## src/rtl/burst_sram_pkg.sv

```systemverilog
// Package: shared constants and the burst-order function.
// Assumes the burst counter is two bits wide, so a burst spans four words.
package burst_sram_pkg;

    localparam int CNT_W = 2;

    // Low address bits of a burst beat for the selected order.
    function automatic logic [CNT_W-1:0] beat_low(
        input logic [CNT_W-1:0] start,
        input logic [CNT_W-1:0] count,
        input logic             ilv
    );
        return ilv ? (start ^ count) : (start + count);
    endfunction

endpackage

```

## src/rtl/bsram_seq_ctrl.sv

```systemverilog
// Sequencing control: turns the strobes, the select inputs and sleep into
// per-cycle commands (load, step, kill, access).
// Assumes the primary strobe wins over the secondary one in the same cycle.
module bsram_seq_ctrl (
    input  logic sleep,
    input  logic sel_a_n,
    input  logic sel_b,
    input  logic sel_c_n,
    input  logic start_pri_n,
    input  logic start_sec_n,
    input  logic step_n,
    input  logic burst_on,
    output logic pri_start,
    output logic load,
    output logic step,
    output logic kill,
    output logic access
);
    logic selected;
    logic sec_start;
    logic hold;

    // Decode the command for the current cycle.
    always_comb begin
        selected  = !sel_a_n && sel_b && !sel_c_n;
        pri_start = !sleep && !start_pri_n && selected;
        sec_start = !sleep && !pri_start && !start_sec_n && selected;
        kill      = !sleep && !pri_start && !start_sec_n && !selected;
        step      = !sleep && burst_on && !pri_start && start_sec_n && !step_n;
        hold      = !sleep && burst_on && !pri_start && start_sec_n && step_n;
        load      = pri_start || sec_start;
        access    = load || step || hold;
    end

endmodule

```

## src/rtl/bsram_addr_gen.sv

```systemverilog
// Burst address generator: holds the loaded base and the 2-bit count and
// forms the effective address of the current cycle.
// Assumes a frozen cycle (sleep) leaves every register untouched.
module bsram_addr_gen
    import burst_sram_pkg::*;
#(
    parameter int ADDR_W = 18
) (
    input  logic              clk,
    input  logic              rst_n,
    input  logic              freeze,
    input  logic              load,
    input  logic              step,
    input  logic              kill,
    input  logic              interleave,
    input  logic [ADDR_W-1:0] ext_addr,
    output logic [ADDR_W-1:0] eff_addr,
    output logic              burst_on,
    output logic [CNT_W-1:0]  cnt
);
    logic [ADDR_W-1:0] base_q;
    logic [CNT_W-1:0]  next_cnt;

    // Form the address used by this cycle's access.
    always_comb begin
        next_cnt = step ? cnt + 1'b1 : cnt;
        if (load) begin
            eff_addr = ext_addr;
        end else begin
            eff_addr = {base_q[ADDR_W-1:CNT_W],
                        beat_low(base_q[CNT_W-1:0], next_cnt, interleave)};
        end
    end

    // Track the burst base, the count and whether a burst is active.
    always_ff @(posedge clk) begin
        if (!rst_n) begin
            base_q   <= '0;
            cnt      <= '0;
            burst_on <= 1'b0;
        end else if (!freeze) begin
            if (load) begin
                base_q   <= ext_addr;
                cnt      <= '0;
                burst_on <= 1'b1;
            end else if (kill) begin
                burst_on <= 1'b0;
            end else begin
                cnt <= next_cnt;
            end
        end
    end

endmodule

```

## src/rtl/bsram_lane_dec.sv

```systemverilog
// Lane write decode: gives the requested lane mask from the all-lanes
// input, the byte qualifier and the per-lane requests.
// Assumes the all-lanes input takes priority over the qualifier.
module bsram_lane_dec #(
    parameter int N_LANES = 4
) (
    input  logic               all_wr_n,
    input  logic               byte_wr_n,
    input  logic [N_LANES-1:0] lane_wr_n,
    output logic [N_LANES-1:0] lane_en
);
    // One decode per lane.
    for (genvar g = 0; g < N_LANES; g++) begin : g_lane
        assign lane_en[g] = !all_wr_n || (!byte_wr_n && !lane_wr_n[g]);
    end

endmodule

```

## src/rtl/bsram_core.sv

```systemverilog
// Storage array: one memory per lane with its own write enable, and an
// asynchronous read of the whole word.
// Assumes the contents are not reset.
module bsram_core #(
    parameter int DEPTH   = 64,
    parameter int LANE_W  = 9,
    parameter int N_LANES = 4,
    parameter int IDX_W   = 6
) (
    input  logic                      clk,
    input  logic [N_LANES-1:0]        wr_lanes,
    input  logic [IDX_W-1:0]          wr_idx,
    input  logic [N_LANES*LANE_W-1:0] wr_word,
    input  logic [IDX_W-1:0]          rd_idx,
    output logic [N_LANES*LANE_W-1:0] rd_word
);
    for (genvar g = 0; g < N_LANES; g++) begin : g_lane
        logic [LANE_W-1:0] lane_mem [DEPTH];

        // Write this lane when its enable is set.
        always_ff @(posedge clk) begin
            if (wr_lanes[g]) begin
                lane_mem[wr_idx] <= wr_word[g*LANE_W +: LANE_W];
            end
        end

        assign rd_word[g*LANE_W +: LANE_W] = lane_mem[rd_idx];
    end

endmodule

```

## src/rtl/burst_sram.sv

```systemverilog
// Top level: pipelined synchronous burst SRAM. Ties together the control
// decode, the burst address generator, the lane decode, the array and the
// two-stage read pipeline. Output high impedance is shown as rd_drive=0.
// Assumes DEPTH is a power of two; addresses wrap modulo DEPTH.
module burst_sram
    import burst_sram_pkg::*;
#(
    parameter int DEPTH   = 64,
    parameter int LANE_W  = 9,
    parameter int N_LANES = 4,
    parameter int ADDR_W  = 18
) (
    input  logic                      clk,
    input  logic                      rst_n,
    input  logic [ADDR_W-1:0]         addr,
    input  logic [N_LANES*LANE_W-1:0] din,
    input  logic                      sel_a_n,
    input  logic                      sel_b,
    input  logic                      sel_c_n,
    input  logic                      start_pri_n,
    input  logic                      start_sec_n,
    input  logic                      step_n,
    input  logic                      byte_wr_n,
    input  logic [N_LANES-1:0]        lane_wr_n,
    input  logic                      all_wr_n,
    input  logic                      out_en_n,
    input  logic                      interleave,
    input  logic                      sleep,
    output logic [N_LANES*LANE_W-1:0] rd_data,
    output logic                      rd_drive
);
    localparam int WORD_W = N_LANES * LANE_W;
    localparam int IDX_W  = (DEPTH > 1) ? $clog2(DEPTH) : 1;

    logic               pri_start, load, step, kill, access;
    logic               burst_on;
    logic [CNT_W-1:0]   cnt;
    logic [ADDR_W-1:0]  eff_addr;
    logic [N_LANES-1:0] lane_en, wr_lanes;
    logic               wr_any, is_read;
    logic [IDX_W-1:0]   cur_idx, rd_idx;
    logic [WORD_W-1:0]  rd_word, q_reg;
    logic               rd_pend, out_valid;

    bsram_seq_ctrl u_ctrl (
        .sleep       (sleep),
        .sel_a_n     (sel_a_n),
        .sel_b       (sel_b),
        .sel_c_n     (sel_c_n),
        .start_pri_n (start_pri_n),
        .start_sec_n (start_sec_n),
        .step_n      (step_n),
        .burst_on    (burst_on),
        .pri_start   (pri_start),
        .load        (load),
        .step        (step),
        .kill        (kill),
        .access      (access)
    );

    bsram_addr_gen #(.ADDR_W(ADDR_W)) u_agen (
        .clk        (clk),
        .rst_n      (rst_n),
        .freeze     (sleep),
        .load       (load),
        .step       (step),
        .kill       (kill),
        .interleave (interleave),
        .ext_addr   (addr),
        .eff_addr   (eff_addr),
        .burst_on   (burst_on),
        .cnt        (cnt)
    );

    bsram_lane_dec #(.N_LANES(N_LANES)) u_ldec (
        .all_wr_n  (all_wr_n),
        .byte_wr_n (byte_wr_n),
        .lane_wr_n (lane_wr_n),
        .lane_en   (lane_en)
    );

    // A primary start suppresses writes; otherwise an access writes when any
    // lane is requested.
    always_comb begin
        wr_lanes = (access && !pri_start) ? lane_en : '0;
        wr_any   = |wr_lanes;
        is_read  = access && !wr_any;
        cur_idx  = IDX_W'(eff_addr % ADDR_W'(DEPTH));
    end

    bsram_core #(
        .DEPTH   (DEPTH),
        .LANE_W  (LANE_W),
        .N_LANES (N_LANES),
        .IDX_W   (IDX_W)
    ) u_core (
        .clk      (clk),
        .wr_lanes (wr_lanes),
        .wr_idx   (cur_idx),
        .wr_word  (din),
        .rd_idx   (rd_idx),
        .rd_word  (rd_word)
    );

    // Read pipeline: capture the index, then register the data one edge later.
    always_ff @(posedge clk) begin
        if (!rst_n) begin
            rd_pend   <= 1'b0;
            rd_idx    <= '0;
            out_valid <= 1'b0;
            q_reg     <= '0;
        end else if (!sleep) begin
            rd_pend   <= is_read;
            rd_idx    <= cur_idx;
            out_valid <= rd_pend;
            if (rd_pend) begin
                q_reg <= rd_word;
            end
        end
    end

    // Output gating: enable and sleep act without a clock.
    always_comb begin
        rd_drive = out_valid && !out_en_n && !sleep;
        rd_data  = rd_drive ? q_reg : '0;
    end

endmodule

```

## config.mk

```make
export PLATFORM = sky130hd
export DESIGN_NAME = burst_sram
export DESIGN_NICKNAME = d
export VERILOG_FILES = /design/src/rtl/burst_sram_pkg.sv /design/src/rtl/bsram_seq_ctrl.sv /design/src/rtl/bsram_addr_gen.sv /design/src/rtl/bsram_lane_dec.sv /design/src/rtl/bsram_core.sv /design/src/rtl/burst_sram.sv
export SDC_FILE = /design/constraint.sdc
export NUM_CORES = 2
export LEC_CHECK = 0
export ABC_AREA = 1
export BUFFER_PORTS_ARGS = -buffer_cell sky130_fd_sc_hd__buf_4
export CORE_MARGIN = 3
export CORE_UTILIZATION = 39
export CTS_BUF_LIST = sky130_fd_sc_hd__clkbuf_8
export DETAILED_ROUTE_END_ITERATION = 10
export PLACE_DENSITY = 0.61
export SLEW_MARGIN = 5
export SYNTH_ARGS = -nofsm -noshare
export SYNTH_HDL_FRONTEND = slang
export SYNTH_SLANG_ARGS = --single-unit
```

## constraint.sdc

```tcl
create_clock -name clk -period 6.1 [get_ports clk]
set_input_delay 0.915 -clock clk [delete_from_list [all_inputs] [get_ports clk]]
set_output_delay 0.915 -clock clk [all_outputs]
set_load 0.01 [all_outputs]
```

Word level (Yosys, flattened, before mapping) --
Memories as Yosys holds them, arrays and structs flattened. A register that Yosys moved wholly into a read port is not among the register bits. Cells that the tools add are included.
Operators by class: $mul 0, muxes and demuxes 17, equal/unequal tests 1, shift operators 0, reductions and logical operators 54, add/sub/neg operators 2, bitwise gates (word level) 2, $lt $le $gt $ge 0, divide/modulo/power cells 0
Operators by type and width (count):
- two-way mux 36 bit | 1
- logical AND 1 bit | 21
- logical NOT 1 bit | 20
- two-way mux 1 bit | 10
- two-way mux 2 bit | 4
- AND reduction 2 bit | 4
- logical OR 1 bit | 7
- two-way mux 6 bit | 1
- two-way mux 4 bit | 1
- OR reduction 4 bit | 1
- adder 2 x 1 -> 2 bit, second input constant | 1
- adder 2 bit | 1
- != test 2 bit, second input constant | 1
- nonzero test 2 bit | 1
- XOR 2 bit | 1
- NOT 1 bit | 1
Storage, ports and cells: bits in read-only memories 0, flip-flop bits (word level) 17, memories 4, output and inout port bits 37, bits in writable memories 2304, latch bits 0, input port bits 71
Memory list:
- u_core.g_lane[0].lane_mem | words 64, width 9, rd ports 1, clocked after memory_dff 1, wr ports 1, line bsram_core.sv:18 | logic [LANE_W-1:0] lane_mem [DEPTH];
- u_core.g_lane[1].lane_mem | words 64, width 9, rd ports 1, clocked after memory_dff 1, wr ports 1, line bsram_core.sv:18
- u_core.g_lane[2].lane_mem | words 64, width 9, rd ports 1, clocked after memory_dff 1, wr ports 1, line bsram_core.sv:18
- u_core.g_lane[3].lane_mem | words 64, width 9, rd ports 1, clocked after memory_dff 1, wr ports 1, line bsram_core.sv:18

Longest topological paths before layout --
word-level depth 16, mapped depth 17, depth with buffers taken out 16

Hierarchy --
A second synthesis with hierarchy kept.
Second synthesis, totals: cell total of the unflattened synthesis 8275, area total of the unflattened synthesis 96359.9 µm²
Modules (own cells, without submodules):
- bsram_core | cells each 7854, area each 93330.8 µm², times used 1
- burst_sram | cells each 245, area each 1839.3 µm², times used 1
- bsram_addr_gen | cells each 153, area each 1063.5 µm², times used 1
- bsram_seq_ctrl | cells each 19, area each 106.4 µm², times used 1
- bsram_lane_dec | cells each 4, area each 20.0 µm², times used 1

Least setup slack after synthesis --
No wires, ideal clock.
kind input-to-reg, start input sleep, end memory u_core.g_lane[0].lane_mem[13][0] (enable), buffers on the path 3, library setup time 387 ps, arrival 3272 ps, path slack 2442 ps, cell stages on the path 14, data required time 5713 ps, cell sequence buf_4 nor2_1 nand3_1 nand3_1 o21ai_0 inv_1 nor2_1 ha_1 nor2_1 nor2_1 buf_2 nand4_1 buf_2 nor3_1
On the way: longest elaborated chain between the ends 14, elaborated cells on any way between the ends 24
RTL lines:
- start, declared | line burst_sram.sv:28 | input logic sleep,
- logical NOT 1 bit (*)
- parallel branches: the longest is 13 deep, another holds adder 2 bit
- end, declared | line bsram_core.sv:18
Mark *: on every way between the ends.

Worst setup path in the final report --
start register u_agen.burst_on, end memory u_core.g_lane[2].lane_mem[50][2] (enable)
On the way: longest elaborated chain between the ends 10, elaborated cells on any way between the ends 16
RTL lines:
- start, declared | line bsram_addr_gen.sv:18 | output logic burst_on,
- start signal, assigned | line bsram_addr_gen.sv:40 | burst_on <= 1'b0;
- start signal, assigned | line bsram_addr_gen.sv:45 | burst_on <= 1'b1;
- start signal, assigned | line bsram_addr_gen.sv:47 | burst_on <= 1'b0;
- logical AND 1 bit (*) (3 in a row) | line bsram_seq_ctrl.sv:29, bsram_seq_ctrl.sv:30
- parallel branches: the longest is 7 deep, another holds adder 2 bit
- end, declared | line bsram_core.sv:18
Marks and branches as above.

==> impl_metrics.prom <==
# TYPE chip_impl_metric gauge
chip_impl_info{name="tritoncts_clock_tree",value="done"} 1
chip_impl_metric{name="detail_route.drc_violations",unit=""} 0
chip_impl_metric{name="ys_warn_count",unit=""} 0
chip_impl_metric{name="tightestPinTransition",unit="ps"} 1280
chip_impl_info{name="holdCritStartpoint",value="sleep"} 1
chip_impl_metric{name="die_w",unit="um"} 501
chip_impl_metric{name="htreeDepth",unit=""} 5
chip_impl_metric{name="via_per_inst",unit=""} 5.53
chip_impl_metric{name="cts.sink_count",unit=""} 2357
chip_impl_info{name="crit_path_cell_trace",value="inv_1 -> nor2_1 -> nand3_1 -> o21ai_0 -> inv_1 -> nor2_1 -> ha_1 -> nand2_1 -> xor2_1 -> inv_1 -> nand3_1 -> nand3_2 -> nand2_1 -> nand4_1 -> nor2_1"} 1
chip_impl_info{name="dominantRegCellSynth",value="edfxtp_1"} 1
chip_impl_info{name="worst-setup-path-type",value="reg2reg"} 1
chip_impl_metric{name="syn-num-nets",unit=""} 8211
chip_impl_metric{name="initial_utilization",unit="%"} 39.5
chip_impl_info{name="regToRegStartpoint",value="u_agen.burst_on"} 1
chip_impl_metric{name="clock_latency",unit="ps"} 1080
chip_impl_metric{name="final_min_period_over_clock_period",unit="%"} 83.1
chip_impl_info{name="yosys-top-cells-count",value="2432 x nand2_1, 2304 x edfxtp_1, 2163 x nand3_1, 315 x clkbuf_1, 178 x nor2_1"} 1
chip_impl_info{name="synth_top_family_by_area",value="simple AND/OR/NAND/NOR gates"} 1
chip_impl_info{name="crit_path_start_kind",value="flip-flop"} 1
chip_impl_metric{name="synth-xor-area-share",unit="%"} 0.00918
chip_impl_metric{name="synth-adder-area-share",unit="%"} 0.0131
chip_impl_metric{name="multi_input_comb_area",unit="mm2"} 0.0224
chip_impl_metric{name="cts_hold_repair.buffers",unit=""} 0
chip_impl_metric{name="syn-instance-count",unit=""} 8139
chip_impl_metric{name="fp.dieArea",unit="mm2"} 0.251
chip_impl_metric{name="post_cts.resized_instances",unit=""} 0
chip_impl_metric{name="layoutNonFillerInstCount",unit=""} 11739
chip_impl_info{name="yosys-top-cells-area",value="edfxtp_1 72%, nand3_1 11%, nand2_1 9.6%, clkbuf_1 1.2%, dfxtp_1 1.1%"} 1
chip_impl_metric{name="timing.final.crit_period",unit="ps"} 5070
chip_impl_metric{name="postSynthAreaPerCell",unit="um2"} 11.7
chip_impl_metric{name="final_max_slew_viol_count",unit=""} 0
chip_impl_metric{name="critical_path_arrival",unit="ps"} 5700
chip_impl_metric{name="detailed_place.area",unit="mm2"} 0.0996
chip_impl_metric{name="async_flop_share",unit="%"} 0
chip_impl_metric{name="yosys_register_bits",unit=""} 2357
chip_impl_info{name="yosys.area.top_type",value="edfxtp_1"} 1
chip_impl_metric{name="seq_area_frac_synth",unit="%"} 73.6
chip_impl_info{name="min_delay_worst_endpoint",value="out_valid"} 1
chip_impl_metric{name="synth_enable_flop_cells",unit=""} 2304
chip_impl_metric{name="worstRegToRegCells",unit=""} 15
chip_impl_metric{name="fp-row-count",unit=""} 180
chip_impl_metric{name="drt.antenna.violating_nets",unit=""} 0
chip_impl_metric{name="maxClockFrequency",unit="MHz"} 197
chip_impl_info{name="crit_path_end_kind",value="flip-flop"} 1
chip_impl_metric{name="cp_data_required_time",unit="ps"} 6730
chip_impl_metric{name="antenna_violations_before_repair",unit=""} 19
chip_impl_metric{name="die_h",unit="um"} 501
chip_impl_metric{name="power-per-cell-area",unit="mW/mm2"} 310
chip_impl_metric{name="final_nets",unit=""} 8326
chip_impl_metric{name="synth.lib_cells_used.distinct",unit=""} 34
chip_impl_metric{name="ff_latch_area",unit="mm2"} 0.0703
chip_impl_metric{name="setup_viol",unit=""} 0
chip_impl_metric{name="placeableCoreArea",unit="mm2"} 0.242
chip_impl_metric{name="fin_area",unit="mm2"} 0.107
chip_impl_metric{name="place.port_buffers",unit=""} 95
chip_impl_metric{name="share_of_cell_area_taken_by_muxes_after_synthesis",unit="%"} 0
chip_impl_metric{name="skew",unit="ps"} 74.6
chip_impl_metric{name="global_route.usage.total",unit="%"} 22.2
chip_impl_metric{name="worstPathMaxFanout",unit=""} 16
chip_impl_info{name="crit_slowest_cell",value="nand4_1"} 1
chip_impl_metric{name="place_hpwl",unit="um"} 161000
chip_impl_metric{name="timing.slew.headroom",unit="%"} 13.9
chip_impl_metric{name="postRouteWirelength",unit="um"} 285000
chip_impl_metric{name="place_inst",unit=""} 11045
chip_impl_metric{name="detailed_router_iteration_count_before_antenna_repair",unit=""} 7
chip_impl_info{name="status",value="finished, final reports clean"} 1
chip_impl_metric{name="synth_largest_type_area_fraction",unit="%"} 72.5
chip_impl_metric{name="cts-buffers-inserted",unit=""} 392
chip_impl_metric{name="largest_register_ffs",unit=""} 2304
chip_impl_metric{name="synth_compound_gate_area_share",unit="%"} 0.754
chip_impl_metric{name="grt_start_max_net_pins",unit=""} 213
chip_impl_metric{name="regToRegSetupSlack",unit="ps"} 1030
chip_impl_metric{name="timing.setup.tns",unit="ps"} 0
chip_impl_metric{name="synth-simple-area-share",unit="%"} 22.7
chip_impl_metric{name="grt_overflow",unit=""} 0
chip_impl_metric{name="cts.clk_slew.worst_paths",unit="ps"} 60
chip_impl_metric{name="num-fill-cells",unit=""} 22225
chip_impl_metric{name="drt_iter0_drc",unit=""} 8248
chip_impl_metric{name="final_layout_size_suffix_gt1_share",unit="%"} 9.74
chip_impl_metric{name="final_estimated_routing_congestion_in_global_placement",unit=""} 0.874
chip_impl_info{name="type_of_the_tightest_min_delay_check",value="in2reg"} 1
chip_impl_metric{name="ir_worst_vdd",unit="mV"} 0.235
chip_impl_metric{name="post_cts.repair.setup_buffers",unit=""} 0
chip_impl_metric{name="route.vias.total",unit=""} 64974
chip_impl_metric{name="hold_path_depth",unit=""} 3
chip_impl_metric{name="synthesis.area",unit="mm2"} 0.0954
chip_impl_metric{name="p_leak",unit="nW"} 37.3
chip_impl_info{name="rsz0062_at_grt",value="no"} 1
chip_impl_metric{name="number_of_global_route_vias_before_repair",unit=""} 62492
chip_impl_metric{name="wl_per_cell",unit="um"} 24.3
chip_impl_metric{name="max_cap_viol_count",unit=""} 0
chip_impl_metric{name="crit_path_largest_cell_delay",unit="ps"} 1110
chip_impl_metric{name="ios",unit=""} 108
chip_impl_info{name="clk_root_buffer_cell",value="clkbuf_8"} 1
chip_impl_metric{name="grt_pass1_wl",unit="um"} 412000
chip_impl_metric{name="cts.path.max_buffers",unit=""} 4
chip_impl_info{name="yosysMostFrequentCell",value="nand2_1"} 1
chip_impl_info{name="critical_path.reg2reg.endpoint",value="u_core.g_lane[2].lane_mem[50][2]"} 1
chip_impl_metric{name="final_hold_viol_count",unit=""} 0
chip_impl_metric{name="flow.area_growth_from_synthesis",unit="%"} 12.0
## cells in the final DEF (no fill, tap or decap), drive strengths merged, types with 83 or more instances in the layout
master and count:
edfxtp 2304, buf 293, a21oi 83, inv 220, clkbuf 413, nand2 2433, nor3 132, clkinv 136
nor2 186, nand3 2164
## report_power, final
group          switching, mW  total, mW  internal [mW]  leakage [nW]
Sequential            0.0349       17.8           17.8          21.1
Combinational           1.66       2.14          0.475          12.0
Clock                   6.21       13.2           6.98          4.11
## worst max path at each step
stage | start | slack, ps | depth (start not counted) | end
finish | u_agen.burst_on | 1030 | 15 | u_core.g_lane[2].lane_mem[50][2]
global route | u_agen.burst_on | 880 | 15 | u_core.g_lane[3].lane_mem[46][5]
CTS | u_agen.burst_on | 1280 | 16 | u_core.g_lane[2].lane_mem[42][7]
detailed placement | sel_b | 520 | 18 | u_core.g_lane[2].lane_mem[42][3]
global placement | sel_b | 300 | 18 | u_core.g_lane[2].lane_mem[42][6]
floorplan | sleep | 2440 | 14 | u_core.g_lane[0].lane_mem[13][0]
## layout make-up
type                    count  area share, %
diodes                     15         0.0351
clock inverters           266           1.46
well taps                3185           3.73
clock buffers             413           5.32
inverters                 113          0.427
flip-flops and latches   2357           65.8
multi-input cells        5097           21.0
repair buffers            293           2.28
## cell families (layout without fill, tap and decap cells)
| family | count (synthesis) | in the layout |
|---|---|---|
| AOI/OAI and AO/OA | 137 | 137 |
| xor gates and xnor gates | 1 | 1 |
| adders and majority gates | 1 | 1 |
| buffers and inverters | 685 | 1085 |
| DFF | 2357 | 2357 |
| other | 0 | 15 |
| and+or+nand+nor | 4958 | 4958 |
## worst max-delay path, delay by kind of cell (launching register included)
family	cells	cell delay [ps]
buf+inv	3	200
fa+ha+maj	1	160
simple gates	9	3540
xor+xnor	1	200
flops	1	330
compound gates	1	220
## layer usage
| layer | GRT usage, % | up-vias | routed length [um] |
|---|---|---|---|
| met5 | 0 | - | 21 |
| met4 | 9.34 | 4 | 11500 |
| met3 | 4.61 | 596 | 26700 |
| met2 | 35.2 | 3480 | 133000 |
| met1 | 29.7 | 31709 | 115000 |
| li1 | - | 29185 | - |
## through the flow
step | util [%] | total power [mW] | hold WS, ps | setup slack (ps)
4_1_cts | 44.2 | 33.3 | 78.9 | 1280
3_3_place_gp | 41.2 | 20.2 | 454 | 304
2_1_floorplan | - | 19.3 | 436 | 2440
6_report | 44.2 | 33.1 | 189 | 1030
5_1_grt | 44.2 | 34.3 | 121 | 877
3_5_place_dp | 41.2 | 20.3 | 469 | 522
Note: power is estimated with default switching activity, not from simulation.
